==> src/rtl/pio_count_pkg.sv <==
package pio_count_pkg;

    // Fixed by the timing register format
    localparam int unsigned CNT_W      = 5;
    localparam int unsigned ACT_MIN    = 2;
    localparam int unsigned REC_MIN    = 2;
    localparam int unsigned REC_SPILL  = 17;
    localparam int unsigned CNT_CAP    = 16;

    typedef enum logic [1:0] {
        ST_IDLE,
        ST_LAUNCH,
        ST_WAIT,
        ST_FIN
    } calc_state_t;

    typedef enum logic [1:0] {
        OP_CYC = 2'd0,
        OP_SET = 2'd1,
        OP_ACT = 2'd2,
        OP_REC = 2'd3
    } div_op_t;

    typedef struct packed {
        logic [7:0] drw;
        logic [1:0] code;
    } timing_word_t;

    function automatic int unsigned sat_sub(input int unsigned a, input int unsigned b);
        return (a > b) ? (a - b) : 0;
    endfunction

    function automatic int unsigned max_u(input int unsigned a, input int unsigned b);
        return (a > b) ? a : b;
    endfunction

    function automatic logic [1:0] setup_code_of(input int unsigned n);
        logic [1:0] c;
        case (n)
            4:       c = 2'b00;
            3:       c = 2'b10;
            1, 2:    c = 2'b01;
            default: c = 2'b11;
        endcase
        return c;
    endfunction

endpackage

==> src/rtl/ptc_divider.sv <==
module ptc_divider #(
    parameter int unsigned DVD_W = 10,
    parameter int unsigned DVS_W = 6
) (
    input  logic             clk,
    input  logic             rst,
    input  logic             start,
    input  logic [DVD_W-1:0] dividend,
    input  logic [DVS_W-1:0] divisor,
    output logic [DVD_W-1:0] quo_ceil,
    output logic             done
);
    localparam int unsigned STEP_W = $clog2(DVD_W + 1);
    localparam logic [STEP_W-1:0] LAST_STEP = STEP_W'(DVD_W - 1);

    logic [DVD_W-1:0]  dq;
    logic [DVS_W:0]    rem;
    logic [DVS_W-1:0]  dvs;
    logic [STEP_W-1:0] step;
    logic              run;

    logic [DVS_W:0] shifted;
    logic [DVS_W:0] next_rem;
    logic           take;

    always_comb begin
        shifted  = {rem[DVS_W-1:0], dq[DVD_W-1]};
        take     = (shifted >= {1'b0, dvs});
        next_rem = take ? (shifted - {1'b0, dvs}) : shifted;
    end

    always_ff @(posedge clk) begin
        if (rst) begin
            dq   <= '0;
            rem  <= '0;
            dvs  <= '0;
            step <= '0;
            run  <= 1'b0;
            done <= 1'b0;
        end else begin
            done <= 1'b0;
            if (start) begin
                dq   <= dividend;
                rem  <= '0;
                dvs  <= divisor;
                step <= '0;
                run  <= 1'b1;
            end else if (run) begin
                dq   <= {dq[DVD_W-2:0], take};
                rem  <= next_rem;
                step <= step + 1'b1;
                if (step == LAST_STEP) begin
                    run  <= 1'b0;
                    done <= 1'b1;
                end
            end
        end
    end

    // A nonzero remainder bumps the quotient up by one
    assign quo_ceil = dq + {{(DVD_W-1){1'b0}}, |rem};

endmodule

==> src/rtl/ptc_limits.sv <==
module ptc_limits
    import pio_count_pkg::*;
#(
    parameter int unsigned TIME_W = 10
) (
    input  logic [TIME_W-1:0] q_cyc,
    input  logic [TIME_W-1:0] q_set,
    input  logic [TIME_W-1:0] q_act,
    input  logic [TIME_W-1:0] q_rec,
    input  logic [1:0]        rev,
    output logic [CNT_W-1:0]  act_out,
    output logic [CNT_W-1:0]  rec_out
);
    int unsigned act_i;
    int unsigned rec_i;

    always_comb begin
        act_i = max_u(32'(q_act), ACT_MIN);
        rec_i = sat_sub(32'(q_cyc), 32'(q_set) + act_i);
        rec_i = max_u(rec_i, 32'(q_rec));
        rec_i = max_u(rec_i, REC_MIN);
        if (rec_i > REC_SPILL) begin
            act_i = act_i + (rec_i - REC_SPILL);
            rec_i = REC_SPILL;
        end
        if (act_i > CNT_CAP) act_i = CNT_CAP;
        if (rev > 2'd1) rec_i = rec_i - 1;
        if (rec_i > CNT_CAP) rec_i = CNT_CAP;
        act_out = CNT_W'(act_i);
        rec_out = CNT_W'(rec_i);
    end

endmodule

==> src/rtl/ptc_merge_pack.sv <==
module ptc_merge_pack
    import pio_count_pkg::*;
#(
    parameter int unsigned TIME_W = 10
) (
    input  logic               shared,
    input  logic [TIME_W-1:0]  own_set,
    input  logic [CNT_W-1:0]   own_act,
    input  logic [CNT_W-1:0]   own_rec,
    input  logic [TIME_W-1:0]  mate_set,
    input  logic [CNT_W-1:0]   mate_act,
    input  logic [CNT_W-1:0]   mate_rec,
    output timing_word_t       word
);
    logic [TIME_W-1:0] set_m;
    logic [CNT_W-1:0]  act_m;
    logic [CNT_W-1:0]  rec_m;

    always_comb begin
        set_m = own_set;
        act_m = own_act;
        rec_m = own_rec;
        if (shared) begin
            if (mate_set > set_m) set_m = mate_set;
            if (mate_act > act_m) act_m = mate_act;
            if (mate_rec > rec_m) rec_m = mate_rec;
        end
        word.code = setup_code_of(32'(set_m));
        word.drw  = {act_m[3:0], rec_m[3:0]};
    end

endmodule

==> src/rtl/pio_count_calc.sv <==
module pio_count_calc
    import pio_count_pkg::*;
#(
    parameter int unsigned TIME_W = 10,
    parameter int unsigned CLK_W  = 6
) (
    input  logic              clk,
    input  logic              rst,
    input  logic              start,
    input  logic [CLK_W-1:0]  clk_period_ns,
    input  logic [TIME_W-1:0] setup_ns,
    input  logic [TIME_W-1:0] active_ns,
    input  logic [TIME_W-1:0] cycle_ns,
    input  logic [1:0]        chip_rev,
    input  logic [1:0]        drive_idx,
    input  logic              mate_present,
    input  logic [TIME_W-1:0] mate_setup,
    input  logic [4:0]        mate_active,
    input  logic [4:0]        mate_recovery,
    output logic              busy,
    output logic              done,
    output logic [7:0]        drw_byte,
    output logic [1:0]        setup_code,
    output logic [TIME_W-1:0] own_setup,
    output logic [4:0]        own_active,
    output logic [4:0]        own_recovery
);
    calc_state_t       state;
    div_op_t           op_sel;

    logic [CLK_W-1:0]  per_r;
    logic [TIME_W-1:0] set_r, act_r, cyc_r, mset_r;
    logic [CNT_W-1:0]  mact_r, mrec_r;
    logic [1:0]        rev_r;
    logic              shared_r;

    logic [TIME_W-1:0] q_r [4];

    logic [TIME_W-1:0] rec_ns;
    logic [TIME_W-1:0] dvd;
    logic [TIME_W-1:0] div_q;
    logic              div_done;
    logic              div_start;

    logic [CNT_W-1:0]  lim_act, lim_rec;
    timing_word_t      word;

    // Recovery time saturates at zero when setup plus active exceed the cycle
    assign rec_ns = TIME_W'(sat_sub(32'(cyc_r), 32'(set_r) + 32'(act_r)));

    always_comb begin
        case (op_sel)
            OP_CYC:  dvd = cyc_r;
            OP_SET:  dvd = set_r;
            OP_ACT:  dvd = act_r;
            default: dvd = rec_ns;
        endcase
    end

    assign div_start = (state == ST_LAUNCH);
    assign busy      = (state != ST_IDLE);

    ptc_divider #(
        .DVD_W (TIME_W),
        .DVS_W (CLK_W)
    ) div_i (
        .clk      (clk),
        .rst      (rst),
        .start    (div_start),
        .dividend (dvd),
        .divisor  (per_r),
        .quo_ceil (div_q),
        .done     (div_done)
    );

    ptc_limits #(
        .TIME_W (TIME_W)
    ) lim_i (
        .q_cyc   (q_r[OP_CYC]),
        .q_set   (q_r[OP_SET]),
        .q_act   (q_r[OP_ACT]),
        .q_rec   (q_r[OP_REC]),
        .rev     (rev_r),
        .act_out (lim_act),
        .rec_out (lim_rec)
    );

    ptc_merge_pack #(
        .TIME_W (TIME_W)
    ) mrg_i (
        .shared   (shared_r),
        .own_set  (q_r[OP_SET]),
        .own_act  (lim_act),
        .own_rec  (lim_rec),
        .mate_set (mset_r),
        .mate_act (mact_r),
        .mate_rec (mrec_r),
        .word     (word)
    );

    always_ff @(posedge clk) begin
        if (rst) begin
            state        <= ST_IDLE;
            op_sel       <= OP_CYC;
            per_r        <= '0;
            set_r        <= '0;
            act_r        <= '0;
            cyc_r        <= '0;
            mset_r       <= '0;
            mact_r       <= '0;
            mrec_r       <= '0;
            rev_r        <= '0;
            shared_r     <= 1'b0;
            for (int i = 0; i < 4; i++) q_r[i] <= '0;
            done         <= 1'b0;
            drw_byte     <= '0;
            setup_code   <= '0;
            own_setup    <= '0;
            own_active   <= '0;
            own_recovery <= '0;
        end else begin
            done <= 1'b0;
            case (state)
                ST_IDLE: begin
                    if (start) begin
                        per_r    <= (clk_period_ns == '0) ? CLK_W'(1) : clk_period_ns;
                        set_r    <= setup_ns;
                        act_r    <= active_ns;
                        cyc_r    <= cycle_ns;
                        mset_r   <= mate_setup;
                        mact_r   <= mate_active;
                        mrec_r   <= mate_recovery;
                        rev_r    <= chip_rev;
                        shared_r <= drive_idx[1] & mate_present;
                        op_sel   <= OP_CYC;
                        state    <= ST_LAUNCH;
                    end
                end
                ST_LAUNCH: state <= ST_WAIT;
                ST_WAIT: begin
                    if (div_done) begin
                        q_r[op_sel] <= div_q;
                        if (op_sel == OP_REC) begin
                            state <= ST_FIN;
                        end else begin
                            op_sel <= div_op_t'(op_sel + 2'd1);
                            state  <= ST_LAUNCH;
                        end
                    end
                end
                default: begin
                    drw_byte     <= word.drw;
                    setup_code   <= word.code;
                    own_setup    <= q_r[OP_SET];
                    own_active   <= lim_act;
                    own_recovery <= lim_rec;
                    done         <= 1'b1;
                    state        <= ST_IDLE;
                end
            endcase
        end
    end

endmodule

==> config.mk <==
export PLATFORM = sky130hd
export DESIGN_NAME = pio_count_calc
export DESIGN_NICKNAME = d
export VERILOG_FILES = /design/src/rtl/pio_count_pkg.sv /design/src/rtl/ptc_divider.sv /design/src/rtl/ptc_limits.sv /design/src/rtl/ptc_merge_pack.sv /design/src/rtl/pio_count_calc.sv
export SDC_FILE = /design/constraint.sdc
export NUM_CORES = 1
export LEC_CHECK = 0
export ABC_CLOCK_PERIOD_IN_PS = 20600
export BUFFER_PORTS_ARGS = -buffer_cell sky130_fd_sc_hd__buf_2
export CORE_MARGIN = 5
export CORE_UTILIZATION = 40
export DETAILED_ROUTE_END_ITERATION = 6
export PLACE_DENSITY = 0.69
export SYNTH_ARGS = -nofsm -noshare
export SYNTH_HDL_FRONTEND = slang
export SYNTH_SLANG_ARGS = --single-unit
export TNS_END_PERCENT = 30
==> constraint.sdc <==
create_clock -name clk -period 20.6 [get_ports clk]
set_input_delay 3.09 -clock clk [delete_from_list [all_inputs] [get_ports clk]]
set_output_delay 3.09 -clock clk [all_outputs]
set_load 0.01 [all_outputs]
==> summary.md, run 1 <==
| Metric | Value |
|---|---|
| Status | finished, violations left |
| Failing checks | DRC |
| Area Overhead vs Synth | 10.7% |
| Core Area | approximately 30,000 µm² |
| Initial antenna violation count | 1 |
| Worst Path Required | 20,930 ps |
| Setup tns final | 0 ps |
| Fillers | between 3,000 and 4,000 |
| Remaining global-route overflow | 0 |
| DR iter-0 viols | 918 |
| Dpl cells | around 2,000 |
| #FFs+latches synth | between 150 and 200 |
| Top FF cell, synth | dfxtp_1 |
| Synth warn | 0 |
| Post-synth EDFFs | 40 |
| Die extent in y | about 190 µm |
| PortBufs | 93 |
| Nets | around 1,800 |
| Ys async rst share | 0% |
| Largest net degree at the start of global routing | 66 |
| Vias/cell | ~5.6 |
| Power Density | between 80 and 90 nW/µm² |
| DRT Wirelength | around 33,000 µm |
| Cell count after synthesis | roughly 1,600 |
| Hold Crit Class | reg -> reg |
| Cell mode on critical path | o21ai_0 |
| Unrepaired setup endpoints after global routing | no |
| Max frequency | roughly 0.076 GHz |
| Lkg Pwr | approximately 5.7 nW |
| # hold bufs at CTS | 0 |
| DR WL/cell | 16.2 µm |
| Slew Limit Fails | 0 |
| Avg Cell Area, Syn | about 8 µm² |
| Largest area contributor in the netlist | dfxtp_1 |
| Count of cells resized by post-cts repair | 0 |
| Fin crit share | roughly 63% |
| Initial Utilization | between 40% and 50% |
| Delay of the slowest critical-path stage | about 650 ps |
| Area share of the largest cell type after synthesis | between 10% and 20% |
| CTS Root Cell | clkbuf_16 |
| Remaining DRCs | 1 |
| Relative slew slack | a little over a quarter |
| Setup crit end kind | flip-flop |
| Non-Filler Instances | between 2,000 and 2,500 |
| Post-Syn Area | about 12,000 µm² |
| Final setup fails | 0 |
| Row Count | 64 |
| Critical path's slowest cell | nor4_1 |
| Setup Fix Bufs, Post-CTS | 0 |
| Die area | 34,700 µm² |
| Synth top area cells | dfxtp_1 (20%), ha_1 (13%), edfxtp_1 (9.6%), nand2_1 (6.7%), a21oi_1 (6.1%) |
| Sink Count | roughly 160 |
| # IOs | between 90 and 100 |
| Worst-path fanout max | 14 |
| Routed vias | 11,392 |
| Vias in the first global route | between 10,000 and 15,000 |
| Number of diodes | 0 |
| Detailed placement HPWL | 25,400 µm |
| Worst Setup Path Type | reg -> reg |
| Worst-Margin Slew | roughly 1100 ps |
| Footprint of the multi-input gates | 8090 µm² |
| Layout cells sized above 1 | 10.9% |
| Layout Skew | between 15 and 20 ps |
| First drt pass iteration count | 7 |
| Crit path DAT | about 13,000 ps |
| Routability cong. | about 1 |
| Sequential-to-total area share from yosys stat | around 30% |
| Clk_lat worst skew | 440 ps |
| Clock-pin slew on the worst setup and hold paths | around 80 ps |
| DRT antenna net count | 0 |
| VDD IR max | 0.0591 mV |
| Tmin final | 13,080 ps |
| Yosys cell types | 101 |
| Final hold violation count | 0 |
| CTS Buffer Depth | 2 |
| Global-route wire length before repair | roughly 54,000 µm |
| CTS tree | built |
| H-tree Lvls | 4 |
| Die Wd | between 150 and 200 µm |
| Worst setup SP type | flip-flop |
| CTS buffer count | 17 |
| Gr usage total | between 10% and 20% |
| Max-Cap Viols | 0 |
| Final Power | ~0.0012 W |
| Reg area | ~3600 µm² |
-- synthesized netlist by cell type, types with 24 or more instances --
| cell | n |
|---|---|
| a21oi_1 | 152 |
| nand2b_1 | 28 |
| nor2b_1 | 24 |
| inv_1 | 118 |
| nand2_1 | 221 |
| dfxtp_1 | 122 |
| edfxtp_1 | 40 |
| xnor2_1 | 33 |
| nand3_1 | 24 |
| a21o_1 | 29 |
| nor2_1 | 140 |
| clkbuf_1 | 60 |
| ha_1 | 129 |
| o21ai_0 | 68 |
| a211oi_1 | 26 |
-- worst max-delay path, delay by kind of cell, from the launching register on --
family | cells | cell delay (ps)
DFF | 1 | 470
buffers and inverters | 4 | 330
muxes | 1 | 120
and+or+nand+nor | 19 | 4340
AOI/OAI and AO/OA | 22 | 5100
xor gates and xnor gates | 1 | 100
adders and majority gates | 8 | 2460
-- power breakdown --
part / total [W] / internal (W) / switching, W
clock: 0.000327 / 0.000175 / 0.000153
combinational: 0.000504 / 0.000195 / 0.000308
sequential: 0.000358 / 0.000340 / 0.0000177
-- placed cells by master, fill, tap and decap left out, types with 6 or more instances in the layout --
| cell type | instances |
|---|---|
| nor3_1 | 14 |
| mux2i_1 | 19 |
| o211ai_1 | 6 |
| o31ai_1 | 14 |
| o21ai_0 | 68 |
| a21o_1 | 29 |
| and2_1 | 9 |
| xnor2_1 | 33 |
| conb_1 | 16 |
| a222oi_1 | 10 |
| o22ai_1 | 10 |
| buf_2 | 92 |
| nand3_1 | 24 |
| xor2_1 | 19 |
| a22oi_1 | 8 |
| nand2b_1 | 28 |
| a211oi_1 | 26 |
| nor4_1 | 14 |
| o21a_1 | 12 |
| o21bai_1 | 13 |
| or3_1 | 13 |
| dfxtp_1 | 122 |
| a21oi_1 | 152 |
| nand2_1 | 220 |
| fa_1 | 6 |
| nor2b_1 | 24 |
| ha_1 | 129 |
| inv_1 | 118 |
| nor2_1 | 140 |
| nand3b_1 | 6 |
| clkbuf_16 | 17 |
| a31oi_1 | 9 |
| edfxtp_1 | 40 |
| and3_1 | 12 |
| nand4_1 | 14 |
-- cells by family after synthesis --
family	Yosys count	synth area share, %
buffers and inverters	195	6.20
DFF	162	29.3
and+or+nand+nor	558	21.2
muxes	21	1.71
xor gates and xnor gates	53	3.79
other	2	0.0603
AOI/OAI and AO/OA	437	23.8
adders and majority gates	135	13.9
-- layer usage --
metal  GRT usage (%)  vias up  part of all wire, %
met2            31.0      363                   48
li1                -     5633                    -
met1            23.8     5341                   45
met3            2.90       55                  5.2
met5               0        -                    0
met4            4.77        0                  1.9
-- final timing paths --
path,start,to,slack [ps],cells past startpoint
worst max-delay path,q_r[2][9]$_SDFFCE_PN0P_,drw_byte[4]$_SDFFE_PP0P_,7520,55
worst min-delay path,per_r[4]$_SDFFE_PP0P_,div_i.dvs[4]$_SDFFE_PP0P_,450,2
worst max register to register,q_r[2][9]$_SDFFCE_PN0P_,drw_byte[4]$_SDFFE_PP0P_,7520,55
worst min register to register,per_r[4]$_SDFFE_PP0P_,div_i.dvs[4]$_SDFFE_PP0P_,450,2
-- sequential cells by signal, summed over array words and instances, names as in the netlist, 2 cells and up --
name and cells:
q_r 40, act_r 10, cyc_r 10, div_i.dq 10, mset_r 10, own_setup 10
set_r 10, drw_byte 8, div_i.rem 7, div_i.dvs 6, per_r 6, mact_r 5
mrec_r 5, own_active 5, own_recovery 5, div_i.step 4, op_sel 2, setup_code 2
state 2
-- metrics by stage --
step	utilization, %	cell area (µm²)	setup WS (ps)	hold slack (ps)
after floorplan	-	12500	9850	432
after global placement	42.9	13200	7970	435
after detailed placement	42.9	13200	7640	444
after CTS	44.9	13800	7510	448
after global routing	44.9	13800	6350	470
final	44.9	13800	7520	449
-- area by class of cell --
type,instances,area share (%)
clock buffer,17,3.09
clock inverter,15,1.36
inverter,119,3.24
multi-input combinational,1220,58.7
sequential,162,26.4
tap,396,3.60
timing repair buffer,96,3.56
Power figures use the tool's default switching activity.
==> run 2: changes to the inputs <==
- ABC_CLOCK_PERIOD_IN_PS: 20600 -> 11300
- PLACE_DENSITY: 0.69 -> 0.71
- clock period: 20.6 -> 11.3 ns (I/O delays scaled with it)
==> summary.md, run 2 (synthesis gave the netlist of run 1 again) <==
| Metric | Value |
|---|---|
| Status | complete, no violations (was finished, violations left) |
| Row Count | 64 (unchanged) |
| Delay of the slowest critical-path stage | 520 ps (was 650 ps) |
| Detailed placement HPWL | 26,700 µm (was 25,400 µm) |
| Final hold violation count | 0 (unchanged) |
| Gr usage total | 18.9% (was 18.1%) |
| Tmin final | 10,780 ps (was 13,080 ps) |
| Remaining DRCs | 0 (was 1) |
| Sink Count | 162 (unchanged) |
| Initial Utilization | 40.6% (unchanged) |
| Relative slew slack | 26.6% (was 27.3%) |
| CTS buffer count | 17 (unchanged) |
| Max-Cap Viols | 0 (unchanged) |
| Biggest register | q_r (unchanged) |
| Worst-Margin Slew | 1100 ps (was 1090 ps) |
| Global-route wire length before repair | 55,800 µm (was 54,100 µm) |
| Remaining global-route overflow | 0 (unchanged) |
| Fin crit share | 95.4% (was 63.5%) |
| Routability cong. | 0.921 (was 0.982) |
| Worst setup SP type | flip-flop (unchanged) |
| H-tree Lvls | 4 (unchanged) |
| Most common cell after layout, fill and taps aside | nand2_1 (unchanged) |
| Final setup fails | 0 (unchanged) |
| Layout Skew | 10.6 ps (was 17.2 ps) |
| Number of diodes | 0 (unchanged) |
| Worst Setup Path Type | reg -> reg (unchanged) |
| Critical path's slowest cell | or4_1 (was nor4_1) |
| Nets | 1,906 (was 1,815) |
| Vias in the first global route | 11,359 (was 11,075) |
| Area Overhead vs Synth | 17.8% (was 10.7%) |
| DR iter-0 viols | 930 (was 918) |
| Setup crit end kind | flip-flop (unchanged) |
| Power Density | 158 nW/µm² (was 86.3 nW/µm²) |
| Initial antenna violation count | 0 (was 1) |
| Max reg flops | 40 (unchanged) |
| Reg2Reg Setup Slack | 520 ps (was 7520 ps) |
| Core Area | 30,700 µm² (unchanged) |
| Finished Cell Area | 14,700 µm² (was 13,800 µm²) |
| Hold Crit Class | reg -> reg (unchanged) |
| Layout cells sized above 1 | 18.0% (was 10.9%) |
| Worst-path fanout max | 4 (was 14) |
| CTS Root Cell | clkbuf_16 (unchanged) |
| DRT Wirelength | 34,300 µm (was 32,700 µm) |
| DRT antenna net count | 0 (unchanged) |
| Lkg Pwr | 6.21 nW (was 5.74 nW) |
| Placed cell area | 13,800 µm² (was 13,200 µm²) |
| Worst Path Required | 11,620 ps (was 20,930 ps) |
| Cell mode on critical path | ha_1 (was o21ai_0) |
| Die area | 34,700 µm² (unchanged) |
| CTS tree | built (unchanged) |
| Hold slack | 454 ps (was 449 ps) |
| Vias/cell | 5.54 (was 5.63) |
| PortBufs | 93 (unchanged) |
| Footprint of the multi-input gates | 8330 µm² (was 8090 µm²) |
| Die Wd | 186 µm (unchanged) |
| Clk_lat worst skew | 440 ps (about the same) |
| Largest net degree at the start of global routing | 68 (was 66) |
| Fillers | 2,990 (was 3,065) |
| Reg area | 3640 µm² (unchanged) |
| First drt pass iteration count | 5 (was 7) |
| Crit path DAT | 11,100 ps (was 13,410 ps) |
| Slew Limit Fails | 0 (unchanged) |
| Most frequent cells in the layout | nand2_1 (220), a21oi_1 (145), nor2_1 (137) (was nand2_1 (220), a21oi_1 (152), nor2_1 (140)) |
| Die extent in y | 186 µm (unchanged) |
| CTS Buffer Depth | 2 (unchanged) |
| # IOs | 96 (unchanged) |
| Clock-pin slew on the worst setup and hold paths | 70 ps (was 80 ps) |
| Max frequency | 0.0927 GHz (was 0.0765 GHz) |
| VDD IR max | 0.133 mV (was 0.0591 mV) |
| DR WL/cell | 16.2 µm (about the same) |
| Routed vias | 11,731 (was 11,392) |
-- run 2: cell types whose count changed in the layout (fill, tap and decap cells not counted), sizes merged --
| cell | change |
|---|---|
| inv | +2 |
| clkinvlp | +1 |
| clkinv | -2 |
| bufinv | -1 |
| buf | +91 |
-- run 2: final cells by class --
class / instances / area share, %
Multi-Input combinational cell: 1220 / 56.8
Sequential cell: 162 / 24.8
Timing Repair Buffer: 187 / 8.05
Tap cell: 396 / 3.38
Inverter: 119 / 3.05
Clock buffer: 17 / 2.90
Clock inverter: 15 / 0.973
-- run 2: per-stage QoR --
| stage | TNS (ps) | util [%] | setup WS, ps | cells | total power, W |
|---|---|---|---|---|---|
| after CTS | 0 | 46.9 | 11.6 | 2105 | 0.00224 |
| after global placement | 0 | 44.9 | 67.2 | 2072 | 0.00165 |
| final | 0 | 47.8 | 518 | 2116 | 0.00231 |
| after detailed placement | -679 | 44.9 | -196 | 2072 | 0.00167 |
| after global routing | -482 | 47.8 | -142 | 2116 | 0.00247 |
| after floorplan | 0 | - | 548 | 1577 | 0.00137 |
-- run 2: worst max-delay path, delay by kind of cell, from the launching register on --
family                   cells  cell delay (ps)
AND/OR/NAND/NOR             23             3770
AO/OA/AOI/OAI               17             3670
flip-flops                   1              430
XOR/XNOR                     2              260
buffers and inverters        6              590
adder cells (fa/ha/maj)      7             1930
-- run 2: per-layer routing --
metal  vias up  track usage [%]  share of wire (%)
met5         -                0                  0
met4         0             5.05                2.0
met3        52             2.78                4.7
met2       317             32.3                 48
met1      5536             24.8                 45
li1       5826                -                  -
-- run 2: final timing paths --
kind                                            startpoint                         end  depth (start not counted)
worst max-delay path               q_r[2][8]$_SDFFCE_PN0P_    drw_byte[4]$_SDFFE_PP0P_                         55
worst min-delay path            own_active[4]$_SDFFE_PP0P_  own_active[4]$_SDFFE_PP0P_                          2
worst max register to register     q_r[2][8]$_SDFFCE_PN0P_    drw_byte[4]$_SDFFE_PP0P_                         55
worst min register to register  own_active[4]$_SDFFE_PP0P_  own_active[4]$_SDFFE_PP0P_                          2
-- run 2: report_power, final --
group | leakage, nW | internal, W | total, W | switching [W]
Clock | 0.271 | 0.000292 | 0.000563 | 0.000270
Combinational | 4.54 | 0.000479 | 0.00110 | 0.000619
Sequential | 1.40 | 0.000620 | 0.000652 | 0.0000321
Total | 6.21 | 0.00139 | 0.00231 | 0.000922
-- run 2: timing repair --
action,CTS,global route
hold buffers,0,0
endpoints found under the hold margin,0,0
setup buffers,1,11
pin swaps,2,23
setup endpoints to repair,4,7
gates resized for setup,10,52
==> run 3: changes to the inputs <==
- ABC_CLOCK_PERIOD_IN_PS: 11300 -> 10550
- CORE_UTILIZATION: 40 -> 62
- PLACE_DENSITY: 0.71 -> 0.94
- clock period: 11.3 -> 10.55 ns (I/O delays scaled with it)
==> summary.md, run 3 (synthesis gave the netlist of run 1 again) <==
| Metric | Value |
|---|---|
| Routability cong. | 0.990 (was 0.921) |
| Unrepaired setup endpoints after global routing | yes |
| Layout Skew | 13.1 ps (was 10.6 ps) |
| Worst-Margin Slew | 1140 ps (was 1100 ps) |
| First drt pass iteration count | 7 (was 5) |
| CTS Buffer Depth | 2 (unchanged) |
| Tmin final | 11,850 ps (was 10,780 ps) |
| Global-route wire length before repair | 64,700 µm (was 55,800 µm) |
| Detailed placement HPWL | 27,400 µm (was 26,700 µm) |
| Layout cells sized above 1 | 22.0% (was 18.0%) |
| Fillers | 1,154 (was 2,990) |
| Vias/cell | 6.72 (was 5.54) |
| Sink Count | 162 (unchanged) |
| Fin crit share | 112% (was 95.4%) |
| Core Area | 19,600 µm² (was 30,700 µm²) |
| Worst setup SP type | flip-flop (unchanged) |
| Routed vias | 13,765 (was 11,731) |
| Routing usage on met1 | 40.8% (was 24.8%) |
| Final setup fails | 5 (was 0) |
| Worst-path fanout max | 7 (was 4) |
| Slack of the critical path | -1300 ps (was 518 ps) |
| Worst r2r path cells | 58 (was 55) |
| Hold slack | 448 ps (was 454 ps) |
| Die Wd | 152 µm (was 186 µm) |
| Crit path DAT | 12,180 ps (was 11,100 ps) |
| Row Count | 51 (was 64) |
| Lkg Pwr | 6.58 nW (was 6.21 nW) |
| Relative slew slack | 23.7% (was 26.6%) |
| Most common cell after layout, fill and taps aside | nand2_1 (unchanged) |
| H-tree Lvls | 4 (unchanged) |
| # hold bufs at CTS | 0 (unchanged) |
| Final hold violation count | 0 (unchanged) |
| DR iter-0 viols | 1,954 (was 930) |
| Nets | 1,969 (was 1,906) |
| Biggest register | q_r (unchanged) |
| PortBufs | 93 (unchanged) |
| Max reg flops | 40 (unchanged) |
| Met3 Resource Use GR | 8.33% (was 2.78%) |
| CTS buffer count | 17 (unchanged) |
| Gr usage total | 35.3% (was 18.9%) |
| Critical hold path startpoint | per_r[0]$_SDFFE_PP0P_ (was own_active[4]$_SDFFE_PP0P_) |
| Max-Cap Viols | 0 (unchanged) |
| DRT antenna net count | 0 (unchanged) |
| Power Density | 181 nW/µm² (was 158 nW/µm²) |
| Max frequency | 0.0844 GHz (was 0.0927 GHz) |
| Remaining DRCs | 35 (was 0) |
| Met2 Usage GRT | 60.5% (was 32.3%) |
| Remaining global-route overflow | 0 (unchanged) |
| DRT Wirelength | 44,900 µm (was 34,300 µm) |
| Cell mode on critical path | a21oi_2 (was ha_1) |
| Area Overhead vs Synth | 22.0% (was 17.8%) |
| Worst Setup Path Type | reg -> reg (unchanged) |
| Initial antenna violation count | 0 (unchanged) |
| CTS tree | built (unchanged) |
| Clock-pin slew on the worst setup and hold paths | 80 ps (was 70 ps) |
| # IOs | 96 (unchanged) |
| Delay of the slowest critical-path stage | 520 ps (about the same) |
| Clk_lat worst skew | 450 ps (was 440 ps) |
| Most frequent cells in the layout | nand2_1 (219), buf_4 (153), a21oi_1 (144) (was nand2_1 (220), a21oi_1 (145), nor2_1 (137)) |
| Number of diodes | 0 (unchanged) |
| Placed cell area | 13,900 µm² (was 13,800 µm²) |
| VDD IR max | 0.150 mV (was 0.133 mV) |
| Reg2Reg Setup Slack | -1300 ps (was 520 ps) |
| Slew Limit Fails | 0 (unchanged) |
| Busiest grt layer | met2 (unchanged) |
| FF-to-FF End | drw_byte[6]$_SDFFE_PP0P_ (was drw_byte[4]$_SDFFE_PP0P_) |
| Largest net degree at the start of global routing | 105 (was 68) |
| Critical path's slowest cell | or4_1 (unchanged) |
| Hold Crit Class | reg -> reg (unchanged) |
| Initial Utilization | 63.5% (was 40.6%) |
| Die area | 23,000 µm² (was 34,700 µm²) |
| Vias in the first global route | 13,000 (was 11,359) |
| Setup crit end kind | flip-flop (unchanged) |
| Hold Path Depth | 2 (unchanged) |
| Reg-to-Reg Start | q_r[2][7]$_SDFFCE_PN0P_ (was q_r[2][8]$_SDFFCE_PN0P_) |
| CTS Root Cell | clkbuf_16 (unchanged) |
| Worst Hold End | div_i.dvs[0]$_SDFFE_PP0P_ (was own_active[4]$_SDFFE_PP0P_) |
| DR WL/cell | 21.9 µm (was 16.2 µm) |
| Worst Path Required | 10,880 ps (was 11,620 ps) |
| Die extent in y | 152 µm (was 186 µm) |
| Failing checks | DRC, setup timing |
| Final core area utilization | 77.5% (was 47.8%) |
| Finished Cell Area | 15,200 µm² (was 14,700 µm²) |
| Status | finished, violations left (was complete, no violations) |
-- run 3: cell count changes in the layout (fill, tap and decap cells not counted), moves of 3 or more --
cell and delta:
ha_1 -4, buf_6 +3, clkinvlp_4 -3, ha_4 +4
buf_4 +60, nor2b_1 -4
-- run 3: worst max-delay path by stage --
stage / start / to / slack, ps
floorplan: q_r[2][6]$_SDFFCE_PN0P_ / drw_byte[6]$_SDFFE_PP0P_ / 70
detailed placement: q_r[2][8]$_SDFFCE_PN0P_ / drw_byte[5]$_SDFFE_PP0P_ / -730
finish: q_r[2][7]$_SDFFCE_PN0P_ / drw_byte[6]$_SDFFE_PP0P_ / -1300
global route: q_r[2][6]$_SDFFCE_PN0P_ / drw_byte[6]$_SDFFE_PP0P_ / -1690
CTS: q_r[2][8]$_SDFFCE_PN0P_ / drw_byte[5]$_SDFFE_PP0P_ / 10
global placement: q_r[2][8]$_SDFFCE_PN0P_ / drw_byte[7]$_SDFFE_PP0P_ / -480
-- run 3: through the flow --
step	std cells	total power [W]	setup slack, ps	setup TNS (ps)
after floorplan	1577	0.00147	65.1	0
after global placement	1982	0.00182	-483	-1900
after detailed placement	1982	0.00185	-732	-2870
after CTS	2033	0.00256	14.8	0
after global routing	2048	0.00285	-1690	-8740
final	2048	0.00275	-1300	-5020
-- run 3: final cells by class --
cell class | count | area, µm² | area share [%]
Timing Repair Buffer | 250 | 1670 | 11.0
Tap cell | 265 | 332 | 2.18
Clock buffer | 18 | 450 | 2.97
Sequential cell | 162 | 3640 | 24.0
Inverter | 119 | 447 | 2.94
Clock inverter | 14 | 158 | 1.04
Multi-Input combinational cell | 1220 | 8490 | 55.9
-- run 3: routing by layer --
layer,wire length (µm),up-vias
met1,15000,6219
met5,0,-
met2,20800,1152
li1,-,5956
met4,4090,0
met3,5020,438
-- run 3: repair_timing --
item,4_1_cts,5_1_grt
setup endpoints to repair,4,9
buffers inserted,19,15
gates resized for setup,46,46
endpoints found under the hold margin,0,0
pin swaps,37,52
-- run 3: power breakdown --
group / switching (W) / leakage (nW) / total, W / internal, W
registers: 0.0000372 / 1.40 / 0.000702 / 0.000664
logic: 0.000796 / 4.88 / 0.00139 / 0.000596
clock network: 0.000300 / 0.302 / 0.000652 / 0.000352
-- run 3: critical path, delay by kind of cell, from the launching register on --
kind | cells | cell delay (ps)
AO/OA/AOI/OAI | 28 | 5750
XOR/XNOR | 1 | 90
adder cells (fa/ha/maj) | 6 | 1670
buffers and inverters | 9 | 1210
flip-flops | 1 | 400
multiplexers | 1 | 160
AND/OR/NAND/NOR | 13 | 2400
